===== src/rtl/pbx_pkg.sv =====
package pbx_pkg;
   typedef enum logic [1:0] {
      FLD_SIZE  = 2'd0,
      FLD_PBASE = 2'd1,
      FLD_LBASE = 2'd2,
      FLD_RSVD  = 2'd3
   } pbx_fld_e;
endpackage


===== src/rtl/pbx_regfile.sv =====
module pbx_regfile
   import pbx_pkg::*;
#(
   parameter int NWIN   = 6,
   parameter int ADDR_W = 32,
   parameter int IDX_W  = 3
) (
   input  logic                         clk,
   input  logic                         rst_n,
   input  logic                         wr_en,
   input  logic [IDX_W-1:0]             sel_win,
   input  pbx_fld_e                     sel_fld,
   input  logic [ADDR_W-1:0]            wdata,
   output logic [NWIN-1:0][ADDR_W-1:0]  size_o,
   output logic [NWIN-1:0][ADDR_W-1:0]  pbase_o,
   output logic [NWIN-1:0][ADDR_W-1:0]  lbase_o,
   output logic [ADDR_W-1:0]            rdata
);
   for (genvar w = 0; w < NWIN; w++) begin : g_win
      logic sel_here;
      assign sel_here = wr_en && (sel_win == IDX_W'(w));
      always_ff @(posedge clk or negedge rst_n) begin
         if (!rst_n) begin
            size_o[w]  <= '0;
            pbase_o[w] <= '0;
            lbase_o[w] <= '0;
         end else if (sel_here) begin
            case (sel_fld)
               FLD_SIZE:  size_o[w]  <= wdata;
               FLD_PBASE: pbase_o[w] <= wdata;
               FLD_LBASE: lbase_o[w] <= wdata;
               default:   ;
            endcase
         end
      end
   end

   always_comb begin
      rdata = '0;
      for (int i = 0; i < NWIN; i++) begin
         if (sel_win == IDX_W'(i)) begin
            case (sel_fld)
               FLD_SIZE:  rdata = size_o[i];
               FLD_PBASE: rdata = pbase_o[i];
               FLD_LBASE: rdata = lbase_o[i];
               default:   rdata = '0;
            endcase
         end
      end
   end
endmodule


===== src/rtl/pbx_win_match.sv =====
module pbx_win_match #(
   parameter int ADDR_W    = 32,
   parameter int ATTR_BITS = 4,
   parameter int PREF_BIT  = 3
) (
   input  logic [ADDR_W-1:0] size_i,
   input  logic [ADDR_W-1:0] pbase_i,
   input  logic [ADDR_W-1:0] lbase_i,
   input  logic [ADDR_W-1:0] addr_i,
   output logic              hit_o,
   output logic [ADDR_W-1:0] xaddr_o,
   output logic              pref_o
);
   logic [ADDR_W-1:0] mask;
   logic              enabled;

   assign mask    = {size_i[ADDR_W-1:ATTR_BITS], {ATTR_BITS{1'b0}}};
   assign enabled = |mask;
   assign hit_o   = enabled && (((addr_i ^ pbase_i) & mask) == '0);
   assign xaddr_o = (lbase_i & mask) | (addr_i & ~mask);
   assign pref_o  = size_i[PREF_BIT];
endmodule


===== src/rtl/pbx_prio.sv =====
module pbx_prio #(
   parameter int NWIN  = 6,
   parameter int IDX_W = 3
) (
   input  logic [NWIN-1:0]  req_i,
   output logic             any_o,
   output logic [IDX_W-1:0] idx_o
);
   assign any_o = |req_i;

   always_comb begin
      idx_o = '0;
      for (int i = NWIN - 1; i >= 0; i--) begin
         if (req_i[i]) idx_o = IDX_W'(i);
      end
   end
endmodule


===== src/rtl/pci_bar_xlate.sv =====
module pci_bar_xlate
   import pbx_pkg::*;
#(
   parameter int NWIN      = 6,
   parameter int ADDR_W    = 32,
   parameter int ATTR_BITS = 4,
   parameter int PREF_BIT  = 3,
   localparam int IDX_W    = (NWIN > 1) ? $clog2(NWIN) : 1
) (
   input  logic              clk,
   input  logic              rst_n,
   input  logic              cfg_we,
   input  logic [IDX_W-1:0]  cfg_win,
   input  logic [1:0]        cfg_fld,
   input  logic [ADDR_W-1:0] cfg_wdata,
   output logic [ADDR_W-1:0] cfg_rdata,
   input  logic              in_valid,
   input  logic [ADDR_W-1:0] in_addr,
   output logic              out_valid,
   output logic              out_hit,
   output logic [IDX_W-1:0]  out_idx,
   output logic [ADDR_W-1:0] out_addr,
   output logic              out_pref
);
   if (NWIN < 1) begin : g_bad_nwin
      $error("pci_bar_xlate: NWIN must be at least 1");
   end
   if (ATTR_BITS < 1 || ATTR_BITS >= ADDR_W) begin : g_bad_attr
      $error("pci_bar_xlate: ATTR_BITS out of range");
   end
   if (PREF_BIT >= ATTR_BITS) begin : g_bad_pref
      $error("pci_bar_xlate: PREF_BIT must lie in the attribute bits");
   end

   logic [NWIN-1:0][ADDR_W-1:0] size_w, pbase_w, lbase_w, xaddr_w;
   logic [NWIN-1:0]             hit_w, pref_w;
   logic                        any_hit;
   logic [IDX_W-1:0]            win_sel;

   pbx_regfile #(.NWIN(NWIN), .ADDR_W(ADDR_W), .IDX_W(IDX_W)) u_regs (
      .clk     (clk),
      .rst_n   (rst_n),
      .wr_en   (cfg_we),
      .sel_win (cfg_win),
      .sel_fld (pbx_fld_e'(cfg_fld)),
      .wdata   (cfg_wdata),
      .size_o  (size_w),
      .pbase_o (pbase_w),
      .lbase_o (lbase_w),
      .rdata   (cfg_rdata)
   );

   for (genvar w = 0; w < NWIN; w++) begin : g_match
      pbx_win_match #(.ADDR_W(ADDR_W), .ATTR_BITS(ATTR_BITS), .PREF_BIT(PREF_BIT)) u_m (
         .size_i  (size_w[w]),
         .pbase_i (pbase_w[w]),
         .lbase_i (lbase_w[w]),
         .addr_i  (in_addr),
         .hit_o   (hit_w[w]),
         .xaddr_o (xaddr_w[w]),
         .pref_o  (pref_w[w])
      );
   end

   pbx_prio #(.NWIN(NWIN), .IDX_W(IDX_W)) u_prio (
      .req_i (hit_w),
      .any_o (any_hit),
      .idx_o (win_sel)
   );

   logic take;
   assign take = in_valid && any_hit;

   always_ff @(posedge clk or negedge rst_n) begin
      if (!rst_n) begin
         out_valid <= 1'b0;
         out_hit   <= 1'b0;
         out_idx   <= '0;
         out_addr  <= '0;
         out_pref  <= 1'b0;
      end else begin
         out_valid <= in_valid;
         out_hit   <= take;
         out_idx   <= take ? win_sel : '0;
         out_addr  <= take ? xaddr_w[win_sel] : '0;
         out_pref  <= take ? pref_w[win_sel] : 1'b0;
      end
   end
endmodule


===== config.mk =====
export PLATFORM = sky130hd
export DESIGN_NAME = pci_bar_xlate
export DESIGN_NICKNAME = d
export VERILOG_FILES = /design/src/rtl/pbx_pkg.sv /design/src/rtl/pbx_regfile.sv /design/src/rtl/pbx_win_match.sv /design/src/rtl/pbx_prio.sv /design/src/rtl/pci_bar_xlate.sv
export SDC_FILE = /design/constraint.sdc
export NUM_CORES = 1
export LEC_CHECK = 0
export BUFFER_PORTS_ARGS = -buffer_cell sky130_fd_sc_hd__buf_4
export CAP_MARGIN = 20
export CORE_UTILIZATION = 50
export CTS_BUF_LIST = sky130_fd_sc_hd__clkbuf_4 sky130_fd_sc_hd__clkbuf_8
export DETAILED_ROUTE_END_ITERATION = 12
export PLACE_DENSITY = 0.67
export SLEW_MARGIN = 20
export SYNTH_ARGS = -nofsm -noshare
export SYNTH_HDL_FRONTEND = slang
export SYNTH_SLANG_ARGS = --single-unit

===== constraint.sdc =====
create_clock -name clk -period 4.79 [get_ports clk]
set_clock_uncertainty 0.15 [all_clocks]
set_input_delay 1.1975 -clock clk [delete_from_list [all_inputs] [get_ports clk]]
set_output_delay 1.1975 -clock clk [all_outputs]
set_load 0.005 [all_outputs]

Word level (Yosys, flattened, before mapping)
Index checks and enable logic that the tools add are counted.
{ "totals": {"regBits": 614} }
{ "op_classes": {"order_cmp": 1, "n_eq_ne": 7, "n_mux": 25, "n_reduce_logical": 46, "n_bitwise": 36} }
{ "op_table": {"columns": ["operator", "n"], "rows": [
  ["AND 32 bit", 18],
  ["case mux 32 bit (3 select lines)", 6],
  ["2-to-1 mux 32 bit", 8],
  ["logical NOT 32 bit", 6],
  ["inverter 32 bit", 6],
  ["bitwise OR 32 bit", 6],
  ["bitwise XOR 32 bit", 6],
  ["OR reduction 28 bit", 6],
  ["binary-select mux 32 bit (select 3 bit)", 1],
  ["AND reduction 2 bit", 18],
  ["2-to-1 mux 3 bit", 7],
  ["logical AND 1 bit", 13],
  ["== test 3 x 2 -> 1 bit, second input constant", 2],
  ["== test 3 bit, second input constant", 2],
  ["OR reduction 6 bit", 1],
  ["less-than comparator 3 x 4 -> 1 bit, second input constant", 1],
  ["binary-select mux 1 bit (select 3 bit)", 1],
  ["== test 3 x 1 -> 1 bit, second input constant", 1],
  ["logical NOT 3 bit", 1],
  ["== test 2 x 1 -> 1 bit, second input constant", 1],
  ["== test 2 bit, second input constant", 1],
  ["logical NOT 2 bit", 1],
  ["2-to-1 mux 1 bit", 2]
]} }

Depth between registers and ports, before layout
{ "logic_depth": {"depth_word": 13, "mapped_depth": 13, "ltp_nobuf": 9} }

By module
Synthesis repeated with hierarchy kept, for this count alone.
{ "unflattened": {"cells_unflattened": 2842, "hier_area_um2": 34514.4} }
{ "modules_own_cells": {"columns": ["mod", "area_each_um2", "cells_per_inst", "n_inst"], "rows": [
  ["pbx_regfile", 26728.1, 2072, 1],
  ["pbx_win_match", 830.8, 88, 6],
  ["pci_bar_xlate", 2748.9, 232, 1],
  ["pbx_prio", 52.6, 10, 1]
]} }

Worst setup path before layout
No wires, ideal clock.
{ "synth_timing": {"kind": "input to output", "startpoint": "in cfg_fld[1]", "endpoint": "out cfg_rdata[11]", "t_required_ps": 3443, "slack_ps": 379, "n_path_buf": 3, "path_stages": 9, "arrival_ps": 3063, "cell_sequence": "clkbuf_1 buf_1 buf_1 mux2i_1 nor2_1 a21oi_1 o22ai_1 nor3_1 a21oi_1"} }
{ "synth_via": {"elab_chain_len": 8, "word_cells_on_any_way": 15} }
{ "synth_lines": {"columns": ["item", "line", "source"], "rows": [
  ["start, declared", "pci_bar_xlate.sv:14", "input logic [1:0] cfg_fld,"],
  ["== test 2 bit (tied with other cells)", "pbx_regfile.sv:42", "case (sel_fld)"],
  ["case mux 32 bit (3 select lines)", "pbx_regfile.sv:42", null],
  ["2-to-1 mux 32 bit (5 in series)", "pbx_regfile.sv:41", "if (sel_win == IDX_W'(i)) begin"],
  ["2-to-1 mux 32 bit (*)", "pbx_regfile.sv:41", null],
  ["end, declared", "pci_bar_xlate.sv:16", "output logic [ADDR_W-1:0] cfg_rdata,"]
]} }
Every way passes the cells marked *; elsewhere a longest branch is shown, timed or not.

Worst setup path in the final report
{ "layout_timing": {"startpoint": "in cfg_fld[1]", "endpoint": "out cfg_rdata[24]"} }
The elaborated chain is that of the path after synthesis.

==> results.sh <==
export IMPL_die_y_um=264
export IMPL_num_rows=95
export IMPL_synth_top_flop_cell="dfrtp_1"
export IMPL_cts_tree="done"
export IMPL_layout_nets=3390
export IMPL_yosys_warnings=0
export IMPL_rrSetupSlack_ps=530
export IMPL_final_cell_mix="dfrtp_1, mux2_2, buf_4"
export IMPL_end_kind="primary output"
export IMPL_maxSlewHeadroom_pct=36.5
export IMPL_seqPwrFrac_pct=42.6
export IMPL_timing_final_crit_share_pct=97.9
export IMPL_critPathMaxFanout=24
export IMPL_vias=29817
export IMPL_syn_num_nets=3198
export IMPL_cp_start_kind="primary input"
export IMPL_gp_routability_congestion=1.06
export IMPL_hold_viol=0
export IMPL_dp_hpwl_mm=115
export IMPL_drive_gt1_share_pct=35.4
export IMPL_maxCapViolations=0
export IMPL_seq_area_frac_synth_pct=44.8
export IMPL_clock_sinks=614
export IMPL_numCtsBuffers=105
export IMPL_whs_endpoint="u_regs.size_o[32]$_DFFE_PN0P_"
export IMPL_grt_total_usage_pct=44.9
export IMPL_antenna_found_initial=10
export IMPL_total_power_w=0.0183
export IMPL_cts_buffer_depth=3
export IMPL_grt_ovfl_total=0
export IMPL_worst_hold_path_num_cells=1
export IMPL_routed_wl_mm=157
export IMPL_ys_types=57
export IMPL_critPathKind="primary input to primary output"
export IMPL_finalMaxSlewViolations=0
export IMPL_fp_dieW_um=264
export IMPL_drtPass1Iterations=8
export IMPL_async_flop_share_pct=100
export IMPL_max_clock_freq_mhz=213
export IMPL_grt_pass1_wl_mm=222
export IMPL_pwr_share_clk_pct=28.8
export IMPL_grt_max_degree=95
export IMPL_cp_required_ps=3440
export IMPL_drt_initial_drc_count=3917
export IMPL_timing_rr_start="u_regs.size_o[139]$_DFFE_PN0P_"
export IMPL_p_int_w=0.0115
export IMPL_core_um2=67500
export IMPL_root_buffer="clkbuf_8"
export IMPL_syn_inst=3125
export IMPL_syn_avg_cell_area_um2=11.0
export IMPL_final_common_cell="dfrtp_1"
export IMPL_setup_viol=0
export IMPL_ioPinCount=143
export IMPL_clk_latency_ps=740
export IMPL_die_area_um2=69700
export IMPL_r2r_cells=12
export IMPL_wire_per_inst_um=36.8
export IMPL_synth_edf_count=0
export IMPL_p_sw_w=0.00680
export IMPL_post_route_min_period_ps=4690
export IMPL_cts_setup_buffers=0
export IMPL_clk_pin_slew_ps=60
export IMPL_status="complete, no violations"
export IMPL_holdWs_ps=357
export IMPL_worst_pin_slew_ps=952
export IMPL_combPwrFrac_pct=28.7
export IMPL_power_per_cell_area_nw_per_um2=457
export IMPL_rsz0062_at_grt="false"
export IMPL_crit_arrival_ps=3340
export IMPL_ys_ff_latch=614
export IMPL_areaGrowthSynthToFinish_pct=16.6
export IMPL_drc=0
export IMPL_switching_share_pct=37.2
export IMPL_static_leakage_power_nw=17.8
export IMPL_htree_levels=3
export IMPL_syn_area_um2=34300
export IMPL_start_util_pct=50.8
export IMPL_fin_util_pct=59.3
export IMPL_ant_nets=0
export IMPL_port_buffers=142
export IMPL_hp_class="flop to flop"
export IMPL_grt_pass1_vias=29123
export IMPL_hp_start="u_regs.size_o[32]$_DFFE_PN0P_"
export IMPL_vias_per_cell=6.96
export IMPL_setup_tns_ps=0
export IMPL_irDropWorstVdd_mv=0.284
export IMPL_r2r_end="out_addr[4]$_DFF_PN0_"
[cells by family after synthesis]
| family | after synthesis | share of synthesized area, % |
|---|---|---|
| muxes | 824 | 26.2 |
| xor gates and xnor gates | 168 | 4.29 |
| buffers and inverters | 292 | 3.76 |
| DFF | 614 | 44.8 |
| AOI/OAI and AO/OA | 651 | 12.8 |
| and+or+nand+nor | 576 | 8.20 |
[through the flow]
stage                     cell area, µm²  worst slack [ps]  std cells
after global routing               40000              70.9       4276
after CTS                          40000              1.79       4273
final                              40000               101       4281
after floorplan                    34300               379       3125
after global placement             37700              -121       4083
after detailed placement           37700             -71.7       4083
[worst max-delay path by stage]
| stage | start | slack [ps] | to |
|---|---|---|---|
| final | cfg_fld[1] | 100 | cfg_rdata[24] |
| after global routing | cfg_fld[1] | 70 | cfg_rdata[9] |
| after CTS | cfg_win[0] | 2 | cfg_rdata[14] |
| after detailed placement | in_addr[7] | -70 | out_addr[5]$_DFF_PN0_ |
| after global placement | in_addr[7] | -120 | out_addr[17]$_DFF_PN0_ |
| after floorplan | cfg_fld[1] | 380 | cfg_rdata[11] |
[flip-flops by register name (all words and copies together), names as in the netlist]
signal          count
out_idx             3
out_hit             1
u_regs.pbase_o    192
out_pref            1
u_regs.size_o     192
out_valid           1
u_regs.lbase_o    192
out_addr           32
[Yosys cell counts (2+ instances only)]
| library cell | instances | area share [%] |
|---|---|---|
| nand4_1 | 31 | 0.57 |
| or4_4 | 2 | 0.066 |
| buf_6 | 15 | 0.49 |
| a211oi_2 | 3 | 0.11 |
| or3b_2 | 16 | 0.41 |
| mux2_2 | 596 | 20 |
| a221oi_2 | 2 | 0.088 |
| nor3_1 | 9 | 0.13 |
| nand2_1 | 108 | 1.2 |
| o2111ai_1 | 19 | 0.48 |
| a211oi_1 | 101 | 2.2 |
| and2_1 | 3 | 0.055 |
| nor2_1 | 219 | 2.4 |
| buf_2 | 33 | 0.48 |
| or3_1 | 10 | 0.18 |
| nand2b_1 | 24 | 0.44 |
| or4_1 | 2 | 0.044 |
| a21bo_2 | 2 | 0.058 |
| buf_4 | 8 | 0.18 |
| a311oi_1 | 10 | 0.26 |
| nor3b_1 | 9 | 0.20 |
| a221oi_1 | 43 | 1.1 |
| clkbuf_1 | 195 | 2.1 |
| dfrtp_1 | 614 | 45 |
| nand3b_1 | 17 | 0.37 |
| and3_1 | 4 | 0.073 |
| buf_1 | 24 | 0.26 |
| a22oi_1 | 107 | 2.3 |
| o21ai_0 | 83 | 1.2 |
| a32oi_1 | 16 | 0.41 |
| o22ai_1 | 96 | 1.8 |
| nand3_1 | 47 | 0.69 |
| nor2b_1 | 18 | 0.33 |
| inv_1 | 16 | 0.18 |
| xor2_1 | 168 | 4.3 |
| and3b_1 | 2 | 0.051 |
| a21oi_1 | 127 | 1.9 |
| o21ai_1 | 9 | 0.13 |
| nor4_1 | 50 | 0.91 |
| o211ai_1 | 23 | 0.50 |
| mux2i_1 | 227 | 6.6 |
| o31ai_1 | 2 | 0.044 |
[final cells by class]
cell class / count / area [µm²]
timing repair buffer: 361 / 3280
multi-input combinational: 2219 / 17900
fill: 5676 / 27500
clock inverter: 25 / 289
inverter: 16 / 60.1
antenna: 8 / 20.0
tap: 873 / 1090
clock buffer: 165 / 2050
sequential: 614 / 15400
[layer usage]
layer	vias to the layer above	track usage (%)	part of all wire (%)
met2	2055	63.1	41
met1	15237	61.7	41
met4	12	24.3	6.0
met3	500	13.7	12
li1	12013	-	-
met5	-	0	0.052
[what timing repair did]
item                                    in CTS  in global routing
hold buffers                                 0                  0
endpoints found under the setup margin       0                  1
resized for setup                            0                  1
[power by group through the flow]
| stage | combinational, W | sequential, W | clock [W] |
|---|---|---|---|
| after floorplan | 0.00306 | 0.00699 | 0 |
| after global placement | 0.00500 | 0.00774 | 0 |
| final | 0.00524 | 0.00778 | 0.00526 |
| after global routing | 0.00548 | 0.00784 | 0.00551 |
| after CTS | 0.00510 | 0.00769 | 0.00531 |
| after detailed placement | 0.00507 | 0.00777 | 0 |
[worst max-delay path, stage by stage]
cell and delay [ps]:
buf_8 240, buf_12 270, mux2i_1 100, nor2_1 120
a211oi_1 60, o22ai_1 170, a211oi_1 100, buf_4 150
a221oi_1 640, buf_4 240
Power figures use the tool's default switching activity.
